File: config.mk
export PLATFORM = sky130hd
export DESIGN_NAME = voice_trig_opt
export DESIGN_NICKNAME = d
export VERILOG_FILES = /design/src/rtl/vto_pkg.sv /design/src/rtl/vto_debounce.sv /design/src/rtl/vto_source.sv /design/src/rtl/vto_ctrl.sv /design/src/rtl/voice_trig_opt.sv
export SDC_FILE = /design/constraint.sdc
export NUM_CORES = 1
export LEC_CHECK = 0
export BUFFER_PORTS_ARGS = -buffer_cell sky130_fd_sc_hd__clkbuf_2
export CORE_UTILIZATION = 45
export DETAILED_ROUTE_END_ITERATION = 10
export PLACE_DENSITY = 0.66
export RECOVER_POWER = 100
export SLEW_MARGIN = 20
export SYNTH_ARGS = -nofsm -noshare
export SYNTH_HDL_FRONTEND = slang
export SYNTH_SLANG_ARGS = --single-unit
File: constraint.sdc
create_clock -name clk -period 4.6 [get_ports clk]
set_input_delay 0 -clock clk [delete_from_list [all_inputs] [get_ports clk]]
set_output_delay 0 -clock clk [all_outputs]
set_load 0.05 [all_outputs]
File: src/rtl/vto_pkg.sv
package vto_pkg;
  // Per-group option set, bit order fixed by the opt_in port encoding
  typedef struct packed {
    logic edge_trig;  // [3]
    logic hold;       // [2]
    logic retrig;     // [1]
    logic stop_en;    // [0]
  } grp_opt_t;
endpackage

File: src/rtl/vto_debounce.sv
module vto_debounce #(
  parameter int CNT_W = 6
) (
  input  logic             clk,
  input  logic             rst_n,
  input  logic             tick,
  input  logic             raw,
  input  logic [CNT_W-1:0] limit,
  output logic             lvl,
  output logic             rise
);
  logic             raw_q;
  logic [CNT_W-1:0] cnt, cnt_nx;
  logic             lvl_nx, rise_nx;

  always_comb begin
    cnt_nx  = cnt;
    lvl_nx  = lvl;
    rise_nx = 1'b0;
    if (raw_q == lvl) begin
      cnt_nx = '0;
    end else if (tick) begin
      if (cnt + 1'b1 >= limit) begin
        lvl_nx  = raw_q;
        rise_nx = raw_q;
        cnt_nx  = '0;
      end else begin
        cnt_nx = cnt + 1'b1;
      end
    end
  end

  always_ff @(posedge clk or negedge rst_n) begin
    if (!rst_n) begin
      raw_q <= 1'b0;
      lvl   <= 1'b0;
      rise  <= 1'b0;
      cnt   <= '0;
    end else begin
      raw_q <= raw;
      lvl   <= lvl_nx;
      rise  <= rise_nx;
      cnt   <= cnt_nx;
    end
  end

  AST_LVL_ON_TICK: assert property (@(posedge clk) disable iff (!rst_n)
    !$stable(lvl) |-> $past(tick));
  AST_RISE_IS_HIGH: assert property (@(posedge clk) disable iff (!rst_n)
    rise |-> (lvl && !$past(lvl)));
endmodule

File: src/rtl/vto_source.sv
module vto_source #(
  parameter int NUM_KEYS = 4,
  parameter int ADDR_W   = 8,
  parameter int CNT_W    = 6,
  parameter int GRP_W    = 9
) (
  input  logic                clk,
  input  logic                rst_n,
  input  logic                tick,
  input  logic                par_mode,
  input  logic [NUM_KEYS-1:0] key_in,
  input  logic                strobe,
  input  logic [ADDR_W-1:0]   addr_in,
  input  logic [CNT_W-1:0]    limit,
  input  logic [GRP_W-1:0]    cur_grp,
  output logic                ev_rise,
  output logic [GRP_W-1:0]    ev_grp,
  output logic                held
);
  logic [NUM_KEYS-1:0] key_lvl, key_rise;
  logic                stb_lvl, stb_rise;
  logic [GRP_W-1:0]    key_grp;
  logic                key_held;

  generate
    for (genvar gi = 0; gi < NUM_KEYS; gi++) begin : g_key
      vto_debounce #(.CNT_W(CNT_W)) u_db (
        .clk   (clk),
        .rst_n (rst_n),
        .tick  (tick),
        .raw   (key_in[gi]),
        .limit (limit),
        .lvl   (key_lvl[gi]),
        .rise  (key_rise[gi])
      );
    end
  endgenerate

  vto_debounce #(.CNT_W(CNT_W)) u_stb (
    .clk   (clk),
    .rst_n (rst_n),
    .tick  (tick),
    .raw   (strobe),
    .limit (limit),
    .lvl   (stb_lvl),
    .rise  (stb_rise)
  );

  // Lowest accepted key wins; hold level follows the key of the playing group
  always_comb begin
    key_grp  = '0;
    key_held = 1'b0;
    for (int i = NUM_KEYS - 1; i >= 0; i--) begin
      if (key_rise[i]) key_grp = GRP_W'(i + 1);
    end
    for (int i = 0; i < NUM_KEYS; i++) begin
      if (cur_grp == GRP_W'(i + 1)) key_held = key_lvl[i];
    end
  end

  always_comb begin
    if (par_mode) begin
      ev_rise = stb_rise;
      ev_grp  = GRP_W'(addr_in) + GRP_W'(1);
      held    = stb_lvl;
    end else begin
      ev_rise = |key_rise;
      ev_grp  = key_grp;
      held    = key_held;
    end
  end

  AST_KEY_GRP_RANGE: assert property (@(posedge clk) disable iff (!rst_n)
    (!par_mode && ev_rise) |-> (ev_grp >= GRP_W'(1) && ev_grp <= GRP_W'(NUM_KEYS)));
endmodule

File: src/rtl/vto_ctrl.sv
module vto_ctrl
  import vto_pkg::*;
#(
  parameter int GRP_W    = 9,
  parameter int SP_W     = 9,
  parameter int SP_SHORT = 1,
  parameter int SP_LONG  = 256
) (
  input  logic             clk,
  input  logic             rst_n,
  input  logic             tick,
  input  logic             long_sel,
  input  logic             halt,
  input  logic             play_done,
  input  logic             ev_rise,
  input  logic [GRP_W-1:0] ev_grp,
  input  grp_opt_t         ev_opt,
  input  logic             held,
  output logic             playing,
  output logic [GRP_W-1:0] cur_grp,
  output logic             play_start,
  output logic             play_stop,
  output logic             stop_pulse
);
  localparam logic [SP_W-1:0] SP_S = SP_W'(SP_SHORT);
  localparam logic [SP_W-1:0] SP_L = SP_W'(SP_LONG);

  grp_opt_t         cur_opt, opt_nx;
  logic             play_nx, start_nx, stop_nx, end_play, begin_play;
  logic [GRP_W-1:0] grp_nx;
  logic [SP_W-1:0]  sp_cnt, sp_nx;

  // Priority: halt, engine done, trigger event, hold release
  always_comb begin
    end_play   = 1'b0;
    begin_play = 1'b0;
    stop_nx    = 1'b0;
    if (halt) begin
      stop_nx = playing;
    end else if (playing && play_done) begin
      end_play = 1'b1;
    end else if (ev_rise) begin
      if (!playing) begin
        begin_play = 1'b1;
      end else if (cur_opt.edge_trig && cur_opt.hold) begin
        stop_nx  = 1'b1;
        end_play = 1'b1;
      end else if (cur_opt.retrig) begin
        begin_play = 1'b1;
      end
    end else if (playing && !cur_opt.edge_trig && cur_opt.hold && !held) begin
      stop_nx  = 1'b1;
      end_play = 1'b1;
    end
  end

  always_comb begin
    play_nx  = playing;
    grp_nx   = cur_grp;
    opt_nx   = cur_opt;
    start_nx = begin_play;
    sp_nx    = sp_cnt;
    if (sp_cnt != '0 && tick) sp_nx = sp_cnt - 1'b1;
    if (halt) begin
      play_nx = 1'b0;
      sp_nx   = '0;
    end
    if (begin_play) begin
      play_nx = 1'b1;
      grp_nx  = ev_grp;
      opt_nx  = ev_opt;
      sp_nx   = '0;
    end
    if (end_play) begin
      play_nx = 1'b0;
      if (cur_opt.stop_en) sp_nx = long_sel ? SP_L : SP_S;
    end
  end

  always_ff @(posedge clk or negedge rst_n) begin
    if (!rst_n) begin
      playing    <= 1'b0;
      cur_grp    <= '0;
      cur_opt    <= '0;
      play_start <= 1'b0;
      play_stop  <= 1'b0;
      sp_cnt     <= '0;
    end else begin
      playing    <= play_nx;
      cur_grp    <= grp_nx;
      cur_opt    <= opt_nx;
      play_start <= start_nx;
      play_stop  <= stop_nx;
      sp_cnt     <= sp_nx;
    end
  end

  assign stop_pulse = (sp_cnt != '0);

  AST_START_STOP_EXCL: assert property (@(posedge clk) disable iff (!rst_n)
    !(play_start && play_stop));
  AST_START_BUSY: assert property (@(posedge clk) disable iff (!rst_n)
    play_start |-> playing);
  AST_HALT_IDLE: assert property (@(posedge clk) disable iff (!rst_n)
    halt |=> (!playing && !stop_pulse));
  AST_PULSE_NOT_BUSY: assert property (@(posedge clk) disable iff (!rst_n)
    stop_pulse |-> !playing);
  AST_PULSE_ON_TICK: assert property (@(posedge clk) disable iff (!rst_n)
    ($past(stop_pulse) && stop_pulse && !$stable(sp_cnt)) |-> $past(tick));
endmodule

File: src/rtl/voice_trig_opt.sv
module voice_trig_opt
  import vto_pkg::*;
#(
  parameter int NUM_KEYS      = 4,
  parameter int ADDR_W        = 8,
  parameter int DB_SHORT      = 2,
  parameter int DB_SHORT_BUSY = 3,
  parameter int DB_LONG       = 32,
  parameter int DB_LONG_BUSY  = 48,
  parameter int SP_SHORT      = 1,
  parameter int SP_LONG       = 256
) (
  input  logic                clk,
  input  logic                rst_n,
  input  logic                tick,
  input  logic                long_sel,
  input  logic                par_mode,
  input  logic                halt,
  input  logic [NUM_KEYS-1:0] key_in,
  input  logic                strobe,
  input  logic [ADDR_W-1:0]   addr_in,
  input  logic [3:0]          opt_in,
  input  logic                play_done,
  output logic [ADDR_W:0]     look_grp,
  output logic                play_start,
  output logic                play_stop,
  output logic [ADDR_W:0]     play_grp,
  output logic                stop_pulse
);
  localparam int GRP_W = ADDR_W + 1;
  localparam int CNT_W = $clog2(DB_LONG_BUSY + 1);
  localparam int SP_W  = $clog2(SP_LONG + 1);
  localparam logic [CNT_W-1:0] LIM_S  = CNT_W'(DB_SHORT);
  localparam logic [CNT_W-1:0] LIM_SB = CNT_W'(DB_SHORT_BUSY);
  localparam logic [CNT_W-1:0] LIM_L  = CNT_W'(DB_LONG);
  localparam logic [CNT_W-1:0] LIM_LB = CNT_W'(DB_LONG_BUSY);

  logic [1:0]       rst_sync;
  logic             rst_n_i;
  logic             playing, ev_rise, held;
  logic [GRP_W-1:0] ev_grp, cur_grp;
  logic [CNT_W-1:0] limit;

  // Asynchronous assert, synchronous release
  always_ff @(posedge clk or negedge rst_n) begin
    if (!rst_n) rst_sync <= 2'b00;
    else        rst_sync <= {rst_sync[0], 1'b1};
  end
  assign rst_n_i = rst_sync[1];

  always_comb begin
    if (long_sel) limit = playing ? LIM_LB : LIM_L;
    else          limit = playing ? LIM_SB : LIM_S;
  end

  vto_source #(
    .NUM_KEYS (NUM_KEYS),
    .ADDR_W   (ADDR_W),
    .CNT_W    (CNT_W),
    .GRP_W    (GRP_W)
  ) u_src (
    .clk      (clk),
    .rst_n    (rst_n_i),
    .tick     (tick),
    .par_mode (par_mode),
    .key_in   (key_in),
    .strobe   (strobe),
    .addr_in  (addr_in),
    .limit    (limit),
    .cur_grp  (cur_grp),
    .ev_rise  (ev_rise),
    .ev_grp   (ev_grp),
    .held     (held)
  );

  vto_ctrl #(
    .GRP_W    (GRP_W),
    .SP_W     (SP_W),
    .SP_SHORT (SP_SHORT),
    .SP_LONG  (SP_LONG)
  ) u_ctrl (
    .clk        (clk),
    .rst_n      (rst_n_i),
    .tick       (tick),
    .long_sel   (long_sel),
    .halt       (halt),
    .play_done  (play_done),
    .ev_rise    (ev_rise),
    .ev_grp     (ev_grp),
    .ev_opt     (grp_opt_t'(opt_in)),
    .held       (held),
    .playing    (playing),
    .cur_grp    (cur_grp),
    .play_start (play_start),
    .play_stop  (play_stop),
    .stop_pulse (stop_pulse)
  );

  assign look_grp = ev_grp;
  assign play_grp = cur_grp;

  AST_PAR_ADDR: assert property (@(posedge clk) disable iff (!rst_n_i)
    (par_mode && $past(par_mode) && play_start) |-> (play_grp == GRP_W'($past(addr_in)) + GRP_W'(1)));
endmodule

* Word-level counts from Yosys, hierarchy flattened
Cells that the tools add are included.
** Operators by class
- Eq/ne operators :: 9
- Shift operators :: 0
- $mul :: 0
- Bitwise gates (word level) :: 5
- $add $sub $neg :: 7
- Order comparisons :: 5
- Mux-type cells :: 67
- Divide/modulo/power cells :: 0
- Reduce and logical (&&, ||, !) cells :: 21
** Operator list (number)
- $mux W6 :: 16
- $mux W9 :: 7
- $mux W1 :: 39
- $add A6 B1 Y6 const B :: 5
- $ge A6 B6 Y1 :: 5
- $eq A9 B2 Y1 const B :: 2
- $reduce_and A3 Y1 :: 5
- $mux W3 :: 4
- $reduce_bool A2 Y1 :: 5
- $add A8 B1 Y9 const B :: 1
- $eq A9 B1 Y1 const B :: 1
- $eq A9 B3 Y1 const B :: 1
- $reduce_bool A9 Y1 :: 1
- $sub A9 B1 Y9 const B :: 1
- $logic_and A1 B1 Y1 :: 6
- $eq A1 B1 Y1 :: 5
- $mux W5 :: 1
- $not A1 Y1 :: 5
- $reduce_or A4 Y1 :: 1
- $reduce_bool A3 Y1 :: 1
- $logic_not A1 Y1 :: 2
** Storage, ports and cells
- Bits in latches :: 0
- Bits in read-only memories :: 0
- Logic and storage cells :: 144
- Register bits after elaboration :: 72
- Memory bits (writable) :: 0
- Memories :: 0

* Longest topological paths before layout
- Word-level depth :: 13
- Mapped depth :: 9
- Depth with buffers taken out :: 9

* Hierarchy
From an unflattened synthesis, not the netlist that was laid out.
** Second synthesis, totals
- Cell total of the unflattened synthesis :: 464
- Area total of the unflattened synthesis :: 4508.1 µm²
** Modules (own cells, without submodules)
- vto_debounce :: sequential area each 225.2 µm², instances 5, area each 585.6 µm², cells an instance 61
- vto_ctrl :: sequential area each 625.6 µm², instances 1, area each 1219.9 µm², cells an instance 106
- vto_source :: sequential area each 0.0 µm², instances 1, area each 286.5 µm², cells an instance 46
- voice_trig_opt :: sequential area each 50.0 µm², instances 1, area each 73.8 µm², cells an instance 7

* Worst setup path after synthesis
OpenSTA, ideal clock, no wires.
- Path type :: register to register
- From :: reg u_src.g_key[3].u_db.cnt[0]
- To :: reg u_src.g_key[3].u_db.lvl
- Required time :: 4475 ps
- Buffers on the path :: 0
- Library setup time :: 125 ps
- Cell stages (with the launch flop) :: 10
- Slack :: 2386 ps
- Clock period less this slack :: 2214 ps
- Data arrival time :: 2089 ps
- Cell sequence :: dfrtp_1 > ha_1 > nand3_1 > xnor2_1 > ha_1 > or3_1 > a211oi_1 > a32oi_1 > nand2_1 > mux2_2
** Between the ends
- Word-level cells in the longest chain between the ends :: 3
** Ends and longest elaborated chain
- from (decl) :: line vto_debounce.sv:13 : logic [CNT_W-1:0] cnt, cnt_nx;
- from (signal assigned) :: line vto_debounce.sv:43 : cnt <= cnt_nx;
- $add A6 B1 Y6 :: line vto_debounce.sv:23 : if (cnt + 1'b1 >= limit) begin
- $ge A6 B6 Y1 :: line vto_debounce.sv:23
- $reduce_and A3 Y1 (no line)
- to (signal assigned) :: line vto_debounce.sv:41 : lvl <= lvl_nx;
- to (decl) :: line vto_debounce.sv:9 : output logic lvl,
Every way passes these cells.
A chain may end at the register's enable or synchronous reset.

* Final worst setup path
- From :: reg u_ctrl.cur_opt[3] in the netlist's numbering
- To :: reg u_ctrl.cur_grp[4]
** Between the ends
- Word-level cells in the longest chain between the ends :: 6
** Ends and longest elaborated chain
- from (decl) :: line vto_ctrl.sv:28 : grp_opt_t cur_opt, opt_nx;
- from (signal assigned) :: line vto_ctrl.sv:91 : cur_opt <= opt_nx;
- $logic_and A1 B1 Y1 :: line vto_ctrl.sv:45 : end else if (cur_opt.edge_trig && cur_opt.hold) begin
- $mux W1 :: line vto_ctrl.sv:45
- $mux W1 :: line vto_ctrl.sv:43 : if (!playing) begin
- $mux W1 :: line vto_ctrl.sv:42 : end else if (ev_rise) begin
- $mux W1 :: line vto_ctrl.sv:40 : end else if (playing && play_done) begin
- $mux W1 :: line vto_ctrl.sv:38 : if (halt) begin
- to (signal assigned) :: line vto_ctrl.sv:90 : cur_grp <= grp_nx;
- to (decl) :: line vto_ctrl.sv:20 : output logic [GRP_W-1:0] cur_grp,
Every way passes these cells.

==> summary.md <==
| Metric | Value |
|---|---|
| Outcome | `complete, but fails checks` |
| Failing checks | `capacitance limit, slew limit` |
| CP endpoint kind | `flop` |
| Clock buffer depth | `2` |
| I/O Buffers | `44` |
| Worst-path clk slew | `90 ps` |
| Via Count | `around 3.1k` |
| Clk_skew | `roughly 12 ps` |
| WS Path Type | `reg -> reg` |
| Largest cells by area after synthesis | `dfrtp_1 45%, ha_1 8.4%, mux2_2 4.5%, nand2_1 3.5%, a22o_1 3.2%` |
| Setup tns final | `0 ps` |
| Crit share post-route | `0.609` |
| Final slew viol count | `17` |
| Final Wtd Congestion | `0.854` |
| HP Start | `long_sel` |
| Crit path time final | `approximately 2800 ps` |
| Area grow syn2layout | `15.3%` |
| Unrepaired setup endpoints after global routing | `false` |
| Syn nets | `441` |
| Leak pwr | `2.17 nW` |
| Clock Tree Root | `clkbuf_8` |
| TritonRoute pass-1 iters | `4` |
| # rows | `34` |
| Boundary Pins | `45` |
| Width of the die | `between 90 and 100 microns` |
| Starting Density | `0.464` |
| Wire per inst | `between 10 and 15 microns` |
| Synth area leader | `dfrtp_1` |
| DP Worst Slack | `2110 ps` |
| Placed Cells incl. Taps | `539` |
| Vias per std cell | `around 5.5` |
| Pwr Density | `515 nW/um^2` |
| Largest net degree at the start of global routing | `47` |
| Total clock sinks | `72` |
| FF-to-FF path depth | `4` |
| Reg2Reg Setup Slack | `1800 ps` |
| Arrival time at the worst endpoint | `approximately 3000 ps` |
| Least-Margin Pin Slew | `1840 ps` |
| First-pass GRT wire length | `between 10 and 15 mm` |
| Initial antenna violation count | `0` |
| DRT Wirelength | `8.33 mm` |
| Setup violators final | `0` |
| Fin nets | `505` |
| Diodes inserted | `0` |
| Post-CTS setup buffers | `0` |
| FFs w/ async S/R, synth | `1.00` |
| Top-area cell type share of the netlist area | `0.446` |
| Min-delay worst type | `in -> reg` |
| Synthesized instance count | `390` |
| Setup crit start kind | `flop` |
| Total track usage | `0.192` |
| YS warnings | `0` |
| EDFF count, synth | `0` |
| Total global routing overflow | `0` |
| Most frequent cells in the layout | `72 x dfrtp_1, 38 x nand2_1, 31 x nor2_1` |
| Final hold violations | `0` |
| Primary FF master, synth | `dfrtp_1` |
| Skew-Pair Late Insertion Delay | `350 ps` |
| Post-route DRC | `0` |
| Post-detail-place hpwl | `between 6 and 7 mm` |
| Worst vdd ir | `0.221 mV` |
| Share of layout cells above drive strength 1 | `0.140` |
| Unique cell type count in the Yosys netlist | `54` |
| Htree depth | `3` |
| CP Launch Point | `u_ctrl.cur_opt[3]` |
| Total clock buffers created by CTS | `9` |
| Die Area | `9370 sq um` |
| Worst Path Required | `4830 ps` |
| Relative slew slack | `-0.236` |
| Die Height | `96.8 microns` |
| Vias in the first global route | `3139` |
| Seq/Total Area, Yosys | `0.446` |
| Fmax | `approximately 360 MHz` |
| Avg Cell Area, Syn | `10.4 sq um` |
| CTS tree | `yes` |
| Most common cell after layout, fill and taps aside | `dfrtp_1` |
| CP max FO | `16` |
| Hold Crit Depth | `2` |
| DR iter-0 viols | `91` |
| Finished Layout Cells | `~570` |
| Antenna viol nets, final | `0` |
| Yosys reg bits | `between 70 and 80` |
| Core area | `approximately 8700 sq um` |
| Mapped Area | `between 4000 and 5000 sq um` |
| FF-to-FF Start | `u_ctrl.cur_opt[3]` |
| Number of max-cap violations | `1` |
| Worst Setup Slack, final | `1800 ps` |
## what timing repair did
action / in CTS / in global routing
resized for setup: 0 / 0
hold buffers: 12 / 0
hold endpoints to repair: 13 / 0
## critical path, stage by stage (launching register included)
cell	delay [ps]
dfrtp_1	410
and2_0	200
o31a_1	260
nor3_1	1380
mux2_2	450
## final timing paths
| path | end |
|---|---|
| setup / recovery | u_ctrl.cur_grp[4] |
| hold / removal | u_ctrl.sp_cnt[0] |
| setup reg to reg | u_ctrl.cur_grp[4] |
| hold reg to reg | rst_sync[1] |
| max in group asynchronous | u_src.g_key[2].u_db.cnt[3] |
| min in group asynchronous | u_src.g_key[1].u_db.cnt[4] |
## flip-flops by register name, summed over array words and instances (netlist names)
name / cells
u_ctrl.cur_opt: 4
u_ctrl.cur_grp: 9
u_src.u_stb.rise: 1
u_src.u_stb.cnt: 6
u_src.u_stb.raw_q: 1
u_src.g_key.u_db.raw_q: 4
u_src.g_key.u_db.cnt: 24
u_src.g_key.u_db.rise: 4
rst_sync: 2
u_ctrl.play_stop: 1
u_ctrl.playing: 1
u_ctrl.play_start: 1
u_src.u_stb.lvl: 1
u_ctrl.sp_cnt: 9
u_src.g_key.u_db.lvl: 4
## layer usage
| layer | GRT usage | wire length, microns | vias up | part of all wire |
|---|---|---|---|---|
| li1 | - | - | 1548 | - |
| met5 | 0 | 0 | - | 0 |
| met3 | 0.0361 | 292 | 14 | 0.035 |
| met4 | 0.0700 | 152 | 0 | 0.018 |
| met2 | 0.307 | 3740 | 62 | 0.45 |
| met1 | 0.259 | 4140 | 1512 | 0.50 |
## layout make-up
type                       instances  area, sq um
fill                             800         4060
multi-input combinational        300         2130
sequential                        72         1800
timing repair buffer              57          322
tap                              108          135
clock buffer                       9          124
clock inverter                     6         92.6
inverter                          14         52.6
## power by group
group	leakage (nW)	internal, mW	switching, mW	total, mW
clock network	0.102	0.306	0.252	0.558
registers	0.953	0.768	0.142	0.910
logic	1.12	0.349	0.583	0.932
total	2.17	1.42	0.976	2.40
## kinds of logic after synthesis
kind of cell             synth area share
other                            0.000928
adder cells (fa/ha/maj)            0.0836
multiplexers                       0.0495
flip-flops                          0.446
AO/OA/AOI/OAI                       0.162
AND/OR/NAND/NOR                     0.183
buffers and inverters              0.0173
XOR/XNOR                           0.0585
## cell usage after synthesis (all sizes together), types with 5 or more instances
master   n
and4     6
a22o    15
o21ai   14
dfrtp   72
inv     13
mux2    16
a21o     9
nor2b    9
nand2   38
xnor2   13
o21a     5
or2      5
a211oi  10
nand2b  10
nor2    31
nor3    11
nand3   14
xor2    14
o31ai    8
ha      27
## metrics by stage
step           total power [mW]  instance area, sq um   util  hold WS [ps]
6_report                   2.40                  4660  0.534          57.9
5_1_grt                    2.57                  4660  0.534          73.7
4_1_cts                    2.45                  4730  0.542          53.7
3_5_place_dp               1.87                  4390  0.503          -213
3_3_place_gp               1.84                  4390  0.503          -213
2_1_floorplan              1.63                  4040      -          -296
Note: power is estimated with default switching activity, not from simulation.
